$ cat config.mk
export PLATFORM = sky130hd
export DESIGN_NAME = spi_cmd_decoder
export DESIGN_NICKNAME = d
export VERILOG_FILES = /design/src/rtl/spicd_pkg.sv /design/src/rtl/spicd_crc7_step.sv /design/src/rtl/spicd_field_dec.sv /design/src/rtl/spicd_rsp_seq.sv /design/src/rtl/spi_cmd_decoder.sv
export SDC_FILE = /design/constraint.sdc
export NUM_CORES = 1
export LEC_CHECK = 0
export BUFFER_PORTS_ARGS = -buffer_cell sky130_fd_sc_hd__buf_2
export CAP_MARGIN = 20
export CORE_MARGIN = 1.5
export CORE_UTILIZATION = 45
export DETAILED_ROUTE_END_ITERATION = 8
export PLACE_DENSITY = 0.66
export SLEW_MARGIN = 25
export SYNTH_ARGS = -nofsm -noshare
export SYNTH_HDL_FRONTEND = slang
export SYNTH_SLANG_ARGS = --single-unit
export TNS_END_PERCENT = 30
$ cat constraint.sdc
create_clock -name clk -period 3.3 [get_ports clk]
set_clock_uncertainty 0.15 [all_clocks]
set_input_delay 0.99 -clock clk [delete_from_list [all_inputs] [get_ports clk]]
set_output_delay 0.99 -clock clk [all_outputs]
set_load 0.02 [all_outputs]
$ cat src/rtl/spicd_pkg.sv
package spicd_pkg;
  localparam int BYTE_W  = 8;
  localparam int ADDR_W  = 24;
  localparam int SIZE_W  = 24;
  localparam int DATA_W  = 32;
  localparam int PAY_MAX = 7;
  localparam int PAY_W   = PAY_MAX * BYTE_W;
  localparam int CNT_W   = $clog2(PAY_MAX + 1);

  localparam logic [7:0] OP_DMA_WR  = 8'hC1;
  localparam logic [7:0] OP_DMA_RD  = 8'hC2;
  localparam logic [7:0] OP_INT_WR  = 8'hC3;
  localparam logic [7:0] OP_INT_RD  = 8'hC4;
  localparam logic [7:0] OP_TERM    = 8'hC5;
  localparam logic [7:0] OP_REPEAT  = 8'hC6;
  localparam logic [7:0] OP_XDMA_WR = 8'hC7;
  localparam logic [7:0] OP_XDMA_RD = 8'hC8;
  localparam logic [7:0] OP_ONE_WR  = 8'hC9;
  localparam logic [7:0] OP_ONE_RD  = 8'hCA;
  localparam logic [7:0] OP_RESET   = 8'hCF;

  localparam logic [7:0] ST_OK     = 8'h00;
  localparam logic [7:0] ST_BAD_OP = 8'h01;
  localparam logic [7:0] ST_BAD_CK = 8'h02;

  typedef enum logic [1:0] {PS_IDLE, PS_BODY, PS_HOLD} pstate_t;

  // parameter byte count per opcode, zero for an unknown opcode
  function automatic logic [CNT_W-1:0] param_bytes(input logic [7:0] op);
    case (op)
      OP_ONE_RD, OP_INT_RD, OP_TERM, OP_REPEAT, OP_RESET: param_bytes = CNT_W'(3);
      OP_DMA_WR, OP_DMA_RD:                               param_bytes = CNT_W'(5);
      OP_XDMA_WR, OP_XDMA_RD, OP_INT_WR:                  param_bytes = CNT_W'(6);
      OP_ONE_WR:                                          param_bytes = CNT_W'(7);
      default:                                            param_bytes = '0;
    endcase
  endfunction

  function automatic logic is_ctrl(input logic [7:0] op);
    is_ctrl = (op == OP_TERM) || (op == OP_REPEAT) || (op == OP_RESET);
  endfunction
endpackage

$ cat src/rtl/spicd_crc7_step.sv
module spicd_crc7_step #(
  parameter logic [6:0] POLY = 7'h09
) (
  input  logic [6:0] crc_i,
  input  logic [7:0] data_i,
  output logic [6:0] crc_o
);
  logic [6:0] chain [0:8];

  assign chain[0] = crc_i;

  generate
    for (genvar b = 0; b < 8; b++) begin : g_bit
      logic fb;
      assign fb = chain[b][6] ^ data_i[7-b];
      assign chain[b+1] = {chain[b][5:0], 1'b0} ^ (fb ? POLY : 7'h00);
    end
  endgenerate

  assign crc_o = chain[8];
endmodule

$ cat src/rtl/spicd_field_dec.sv
module spicd_field_dec
  import spicd_pkg::*;
(
  input  logic [7:0]        op_i,
  input  logic [PAY_W-1:0]  pay_i,
  output logic [ADDR_W-1:0] addr_o,
  output logic [SIZE_W-1:0] size_o,
  output logic [DATA_W-1:0] wdata_o,
  output logic              clockless_o
);
  // the payload register holds the last byte received in bits 7..0
  always_comb begin
    addr_o      = '0;
    size_o      = '0;
    wdata_o     = '0;
    clockless_o = 1'b0;
    case (op_i)
      OP_ONE_RD: addr_o = pay_i[23:0];
      OP_ONE_WR: begin
        addr_o  = pay_i[55:32];
        wdata_o = pay_i[31:0];
      end
      OP_DMA_WR, OP_DMA_RD: begin
        addr_o = pay_i[39:16];
        size_o = {8'h00, pay_i[15:0]};
      end
      OP_XDMA_WR, OP_XDMA_RD: begin
        addr_o = pay_i[47:24];
        size_o = pay_i[23:0];
      end
      OP_INT_RD: begin
        clockless_o = pay_i[23];
        addr_o      = {9'h000, pay_i[22:8]};
      end
      OP_INT_WR: begin
        clockless_o = pay_i[47];
        addr_o      = {9'h000, pay_i[46:32]};
        wdata_o     = pay_i[31:0];
      end
      default: ;
    endcase
  end
endmodule

$ cat src/rtl/spicd_rsp_seq.sv
module spicd_rsp_seq (
  input  logic       clk,
  input  logic       rst_n,
  input  logic       cs_n,
  input  logic       start_i,
  input  logic       skip_i,
  input  logic [7:0] echo_i,
  input  logic [7:0] stat_i,
  input  logic       rsp_ready,
  output logic       rsp_valid,
  output logic [7:0] rsp_byte
);
  logic [2:0] pend_q, pend_d;
  logic [7:0] echo_q, stat_q;

  always_comb begin
    pend_d = pend_q;
    if (cs_n) begin
      pend_d = '0;
    end else if (start_i) begin
      pend_d = {skip_i, 2'b11};
    end else if (rsp_ready && (pend_q != 3'b000)) begin
      if (pend_q[2])      pend_d[2] = 1'b0;
      else if (pend_q[1]) pend_d[1] = 1'b0;
      else                pend_d[0] = 1'b0;
    end
  end

  always_ff @(posedge clk or negedge rst_n) begin
    if (!rst_n) begin
      pend_q <= '0;
      echo_q <= '0;
      stat_q <= '0;
    end else begin
      pend_q <= pend_d;
      if (start_i && !cs_n) begin
        echo_q <= echo_i;
        stat_q <= stat_i;
      end
    end
  end

  assign rsp_valid = |pend_q;
  assign rsp_byte  = pend_q[2] ? 8'h00 : (pend_q[1] ? echo_q : stat_q);

  AST_RSP_HOLD: assert property (@(posedge clk) disable iff (!rst_n)
    (rsp_valid && !rsp_ready && !cs_n) |=> (rsp_valid && $stable(rsp_byte)));
endmodule

$ cat src/rtl/spi_cmd_decoder.sv
module spi_cmd_decoder
  import spicd_pkg::*;
#(
  parameter logic [6:0] CRC_SEED = 7'h7F,
  parameter logic [6:0] CRC_POLY = 7'h09
) (
  input  logic              clk,
  input  logic              rst_n,
  input  logic              cs_n,
  input  logic              crc_en,
  input  logic              rx_valid,
  input  logic [7:0]        rx_byte,
  input  logic              rsp_ready,
  output logic              cmd_valid,
  output logic [7:0]        cmd_op,
  output logic [ADDR_W-1:0] cmd_addr,
  output logic [SIZE_W-1:0] cmd_size,
  output logic [DATA_W-1:0] cmd_wdata,
  output logic              cmd_clockless,
  output logic              rsp_valid,
  output logic [7:0]        rsp_byte
);
  pstate_t          state_q, state_d;
  logic [7:0]       op_q, op_d;
  logic             ck_on_q, ck_on_d;
  logic [CNT_W-1:0] cnt_q, cnt_d, need_q, need_d, need_now;
  logic [6:0]       crc_q, crc_d, crc_in, crc_step;
  logic [PAY_W-1:0] pay_q, pay_d;
  logic             in_pay, finish;
  logic [7:0]       fin_stat;
  logic             load_cmd;

  logic [ADDR_W-1:0] dec_addr;
  logic [SIZE_W-1:0] dec_size;
  logic [DATA_W-1:0] dec_wdata;
  logic              dec_clockless;

  logic              cmd_valid_q;
  logic [7:0]        cmd_op_q;
  logic [ADDR_W-1:0] cmd_addr_q;
  logic [SIZE_W-1:0] cmd_size_q;
  logic [DATA_W-1:0] cmd_wdata_q;
  logic              cmd_clockless_q;

  assign need_now = param_bytes(rx_byte);
  assign crc_in   = (state_q == PS_IDLE) ? CRC_SEED : crc_q;
  assign in_pay   = (state_q == PS_BODY) && (cnt_q < need_q);

  spicd_crc7_step #(.POLY(CRC_POLY)) crc_i (
    .crc_i  (crc_in),
    .data_i (rx_byte),
    .crc_o  (crc_step)
  );

  // payload shift register, next value
  always_comb begin
    pay_d = pay_q;
    if (!cs_n && rx_valid) begin
      if (state_q == PS_IDLE)
        pay_d = '0;
      else if (in_pay)
        pay_d = {pay_q[PAY_W-BYTE_W-1:0], rx_byte};
    end
  end

  spicd_field_dec dec_i (
    .op_i        (op_q),
    .pay_i       (pay_d),
    .addr_o      (dec_addr),
    .size_o      (dec_size),
    .wdata_o     (dec_wdata),
    .clockless_o (dec_clockless)
  );

  // frame parser, next state
  always_comb begin
    state_d  = state_q;
    op_d     = op_q;
    ck_on_d  = ck_on_q;
    cnt_d    = cnt_q;
    need_d   = need_q;
    crc_d    = crc_q;
    finish   = 1'b0;
    fin_stat = ST_OK;
    if (cs_n) begin
      state_d = PS_IDLE;
      cnt_d   = '0;
    end else if (rx_valid) begin
      case (state_q)
        PS_IDLE: begin
          op_d    = rx_byte;
          ck_on_d = crc_en;
          cnt_d   = '0;
          need_d  = need_now;
          crc_d   = crc_step;
          if (need_now == '0) begin
            finish   = 1'b1;
            fin_stat = ST_BAD_OP;
            state_d  = PS_HOLD;
          end else begin
            state_d = PS_BODY;
          end
        end
        PS_BODY: begin
          if (cnt_q < need_q) begin
            crc_d = crc_step;
            cnt_d = cnt_q + CNT_W'(1);
            if ((cnt_q == need_q - CNT_W'(1)) && !ck_on_q) begin
              finish  = 1'b1;
              state_d = PS_HOLD;
            end
          end else begin
            finish   = 1'b1;
            fin_stat = (rx_byte[7:1] == crc_q) ? ST_OK : ST_BAD_CK;
            state_d  = PS_HOLD;
          end
        end
        default: ;
      endcase
    end
  end

  assign load_cmd = finish && (fin_stat == ST_OK);

  always_ff @(posedge clk or negedge rst_n) begin
    if (!rst_n) begin
      state_q <= PS_IDLE;
      op_q    <= '0;
      ck_on_q <= 1'b0;
      cnt_q   <= '0;
      need_q  <= '0;
      crc_q   <= '0;
      pay_q   <= '0;
    end else begin
      state_q <= state_d;
      op_q    <= op_d;
      ck_on_q <= ck_on_d;
      cnt_q   <= cnt_d;
      need_q  <= need_d;
      crc_q   <= crc_d;
      pay_q   <= pay_d;
    end
  end

  always_ff @(posedge clk or negedge rst_n) begin
    if (!rst_n) begin
      cmd_valid_q     <= 1'b0;
      cmd_op_q        <= '0;
      cmd_addr_q      <= '0;
      cmd_size_q      <= '0;
      cmd_wdata_q     <= '0;
      cmd_clockless_q <= 1'b0;
    end else begin
      cmd_valid_q <= load_cmd;
      if (load_cmd) begin
        cmd_op_q        <= op_q;
        cmd_addr_q      <= dec_addr;
        cmd_size_q      <= dec_size;
        cmd_wdata_q     <= dec_wdata;
        cmd_clockless_q <= dec_clockless;
      end
    end
  end

  assign cmd_valid     = cmd_valid_q;
  assign cmd_op        = cmd_op_q;
  assign cmd_addr      = cmd_addr_q;
  assign cmd_size      = cmd_size_q;
  assign cmd_wdata     = cmd_wdata_q;
  assign cmd_clockless = cmd_clockless_q;

  spicd_rsp_seq rsp_i (
    .clk       (clk),
    .rst_n     (rst_n),
    .cs_n      (cs_n),
    .start_i   (finish),
    .skip_i    (is_ctrl(op_d)),
    .echo_i    (op_d),
    .stat_i    (fin_stat),
    .rsp_ready (rsp_ready),
    .rsp_valid (rsp_valid),
    .rsp_byte  (rsp_byte)
  );

  AST_ONE_STROBE: assert property (@(posedge clk) disable iff (!rst_n)
    cmd_valid |=> !cmd_valid);
  AST_CS_QUIET: assert property (@(posedge clk) disable iff (!rst_n)
    cs_n |=> (!cmd_valid && !rsp_valid));
  AST_STROBE_ANSWERS: assert property (@(posedge clk) disable iff (!rst_n)
    cmd_valid |-> rsp_valid);
  AST_STROBE_ECHO: assert property (@(posedge clk) disable iff (!rst_n)
    (cmd_valid && !is_ctrl(cmd_op)) |-> (rsp_byte == cmd_op));
  AST_CNT_BOUND: assert property (@(posedge clk) disable iff (!rst_n)
    (state_q == PS_BODY) |-> (cnt_q <= need_q));
  AST_KNOWN_OP: assert property (@(posedge clk) disable iff (!rst_n)
    cmd_valid |-> (param_bytes(cmd_op) != '0));
endmodule

==> summary.txt <==
Status - finished clean
Gr ovfl total - 0
Clock transition at path regs - 0.07 ns
H-tree Lvls - 4
Hold Buf Count CTS - 0
Antenna Cells - 0
Port buffer count - 112
Yosys cell types - 59
Compound-Gate Fraction of Synth Area - 16.7%
Largest net degree at the start of global routing - 71
# rows - 50
DR WL/cell - 18.7 um
Layout cells sized above 1 - 22.7%
CTS tree - done
Detailed Routing Iterations Pass 1 - 6
Avg Cell Area, Syn - 9.49 um^2
Final setup viols - 0
Critical-path cell list - ha_1, a21oi_1, o21a_1, and2_1, buf_4, mux2i_1, o22ai_1, a221oi_1, o21ai_0
Core Area - 18,900 um^2
Max Cap Viol - 0
Initial antenna violation count - 0
Initial core utilization - 46.4%
Worst EP arrival - 3.14 ns
CP max FO - 18
Die ar. - 20,300 um^2
GPL Wtd Cong - 0.887
GRT Util Overall - 25.4%
Min Tclk post-route - 2.98 ns
Fin Setup TNS - 0 ns
Routed vias - 7,407
Post-Syn Instances - 923
Max Clk Rate - 335 MHz
Peak supply drop - 0.000359 V
Post-CTS setup repair buffer count - 0
Post-DRT Antenna Nets - 0
Slowest CP cell - dfrtp_1
Lkg Pwr - 5.06 nW
Post-Place Cell Area - 9900 um^2
Resize count post-CTS - 0
Residual DRC - 0
Design area - 10,500 um^2
Pins Over Slew Limit - 0
Final net count - 1,070
Final-layout fill cell count - 1,753
Post-Synth XOR/XNOR Area - 3.46%
Mapped Area - 8760 um^2
Clock sinks - 183
Worst endpoint required time - 3.45 ns
Startpoint class of the critical path - flip-flop
DR vias/cell - 5.59
Drt first-iter violations - 721
Area Overhead vs Synth - 19.3%
First-pass GRT wire length - 39,500 um
Drt total wl - 24,800 um
Sequential area share after synthesis - 52.3%
Flops & latches, synth - 183
Least-Margin Pin Slew - 0.904 ns
Largest family of logic cells by synthesized area - simple AND/OR/NAND/NOR gates
Unrepaired setup endpoints after global routing - false
Post-Synth Adder-Cell Area - 0.714%
Synth Flop Type - dfrtp_1
Worst skew pair latency - 0.43 ns
Setup Crit Path Kind - flip-flop to flip-flop
Final Hold Fails - 0
Clock root buffer - clkbuf_16
HP Class - primary input to asynchronous set/reset pin
FFs w/ async S/R, synth - 100%
Worst path max stage delay - 0.45 ns
Number of buffers created by CTS - 17
Mapped Nets - 942
Simple-gate share of the synthesized area - 17.2%
Setup crit end kind - flip-flop
Vias in the first global route - 7,286
Rel. slew slack - 39.2%
Power per cell area - 479 nW/um^2
Post-synth EDFFs - 0
Die Wd - 143 um
Die Ht - 143 um
Clock buffer depth - 2
Total I/O pin count - 113
Synth warnings - 0
Worst R2R Setup Slack - 0.32 ns
Period utilization - 90.4%
Placed wire-length estimate - 17,500 um
Mux contribution to synthesized area - 4.87%
## cells in the final DEF, fill, tap and decap left out, drive strengths merged, types with 3 or more instances in the layout
master	instances
nor3	9
xnor2	22
clkinv	5
buf	179
clkinvlp	3
o21ai	92
o21a	3
o31ai	14
a22o	15
a31oi	8
o2111ai	6
a21oi	22
ha	5
nand3b	3
xor2	10
mux2i	28
a22oi	10
nor2	41
clkbuf	18
a221oi	10
and3	5
mux2	12
nand3	30
and2	9
a222oi	6
nand2	229
inv	28
or3	7
nand4	4
a211oi	4
nand2b	5
dfrtp	183
o221ai	3
o22ai	16
## area by class of cell
| cell class | instances | area (um^2) | share of cell area (%) |
|---|---|---|---|
| multi-input combinational | 648 | 3770 | 36.1 |
| clock inverter | 14 | 118 | 1.13 |
| inverter | 22 | 82.6 | 0.790 |
| clock buffer | 18 | 429 | 4.11 |
| timing repair buffer | 179 | 1140 | 11.0 |
| sequential | 183 | 4580 | 43.8 |
| tap | 260 | 325 | 3.11 |
## synth_stat cells, types with 2 or more instances
cell type / number / area share [%]
nor3_1: 8 / 0.46
a22oi_1: 10 / 0.86
mux2_2: 12 / 1.5
a31oi_1: 4 / 0.29
buf_6: 4 / 0.51
o2111ai_1: 6 / 0.60
and2_1: 9 / 0.64
buf_2: 22 / 1.3
o22ai_1: 16 / 1.1
and3_1: 5 / 0.36
a22o_1: 15 / 1.5
nand3b_1: 3 / 0.26
a31oi_2: 4 / 0.57
o21a_1: 3 / 0.26
nand2b_1: 5 / 0.36
a21oi_1: 22 / 1.3
a222oi_1: 6 / 0.69
or3_1: 7 / 0.50
buf_4: 5 / 0.43
o21ai_0: 84 / 4.8
o31ai_1: 14 / 1.2
o211ai_1: 2 / 0.17
dfrtp_1: 183 / 52
nor2_1: 41 / 1.8
mux2i_2: 3 / 0.47
mux2i_1: 25 / 2.9
xnor2_1: 22 / 2.2
nand2_1: 227 / 9.7
o21ai_1: 7 / 0.40
a221oi_1: 10 / 1.0
nand3_1: 30 / 1.7
nor2b_1: 2 / 0.14
xor2_1: 10 / 1.0
nand4_1: 4 / 0.29
nand2_2: 2 / 0.14
inv_1: 22 / 0.94
ha_1: 5 / 0.71
o221ai_1: 3 / 0.30
clkbuf_1: 38 / 1.6
a211oi_1: 4 / 0.34
## logic make-up after synthesis
group	count (synthesis)
simple gates	350
compound gates	220
flops	183
buf+inv	92
mux	40
xor+xnor	33
fa+ha+maj	5
## sequential cells by signal, summed over array words and instances (netlist names)
name           cells
cmd_addr          24
rsp_i.pend_q       3
cmd_op             8
cmd_valid          1
rsp_i.stat_q       2
crc_q              7
cmd_wdata         32
rsp_i.echo_q       8
cmd_size          24
op_q               8
ck_on_q            1
cnt_q              3
cmd_clockless      1
need_q             3
state_q            2
pay_q             56
## final timing paths
| path | from | end | cells after the start |
|---|---|---|---|
| worst min-delay path | rst_n | cmd_addr[17]$_DFFE_PN0P_ | 1 |
| worst max register to register | cnt_q[2]$_DFFE_PN0P_ | cmd_addr[16]$_DFFE_PN0P_ | 9 |
| worst max-delay path | cnt_q[2]$_DFFE_PN0P_ | cmd_addr[16]$_DFFE_PN0P_ | 9 |
| worst min register to register | cmd_wdata[15]$_DFFE_PN0P_ | cmd_wdata[15]$_DFFE_PN0P_ | 2 |
| min in group clk | cmd_wdata[15]$_DFFE_PN0P_ | cmd_wdata[15]$_DFFE_PN0P_ | 2 |
| max in group asynchronous | rst_n | cmd_wdata[14]$_DFFE_PN0P_ | 2 |
## where the power goes
part	switching (mW)	internal (mW)
combinational	0.347	0.263
clock	0.939	0.987
sequential	0.125	2.35
## critical path, delay by kind of cell, from the launching register on
kind	cells	cell delay [ns]
AND/OR/NAND/NOR	1	0.32
flip-flops	1	0.45
multiplexers	1	0.25
adder cells (fa/ha/maj)	1	0.33
buffers and inverters	1	0.30
AO/OA/AOI/OAI	5	1.04
## stage by stage
step	utilization, %	setup WS, ns	hold WS [ns]	total power [mW]	cells
3_3_place_gp	52.4	0.131	0.297	3.12	1292
4_1_cts	55.3	0.381	0.315	5.05	1324
6_report	55.3	0.317	0.307	5.01	1324
2_1_floorplan	-	0.385	0.292	2.92	923
5_1_grt	55.3	0.223	0.329	5.23	1324
3_5_place_dp	52.4	0.123	0.303	3.13	1292
## metal layers
| layer | GRT usage (%) | up-vias | wire length, um |
|---|---|---|---|
| li1 | - | 3455 | - |
| met3 | 6.39 | 37 | 1520 |
| met2 | 38.2 | 273 | 11100 |
| met5 | 0 | - | 0 |
| met1 | 35.8 | 3642 | 11500 |
| met4 | 8.30 | 0 | 564 |
Note: power is estimated with default switching activity, not from simulation.
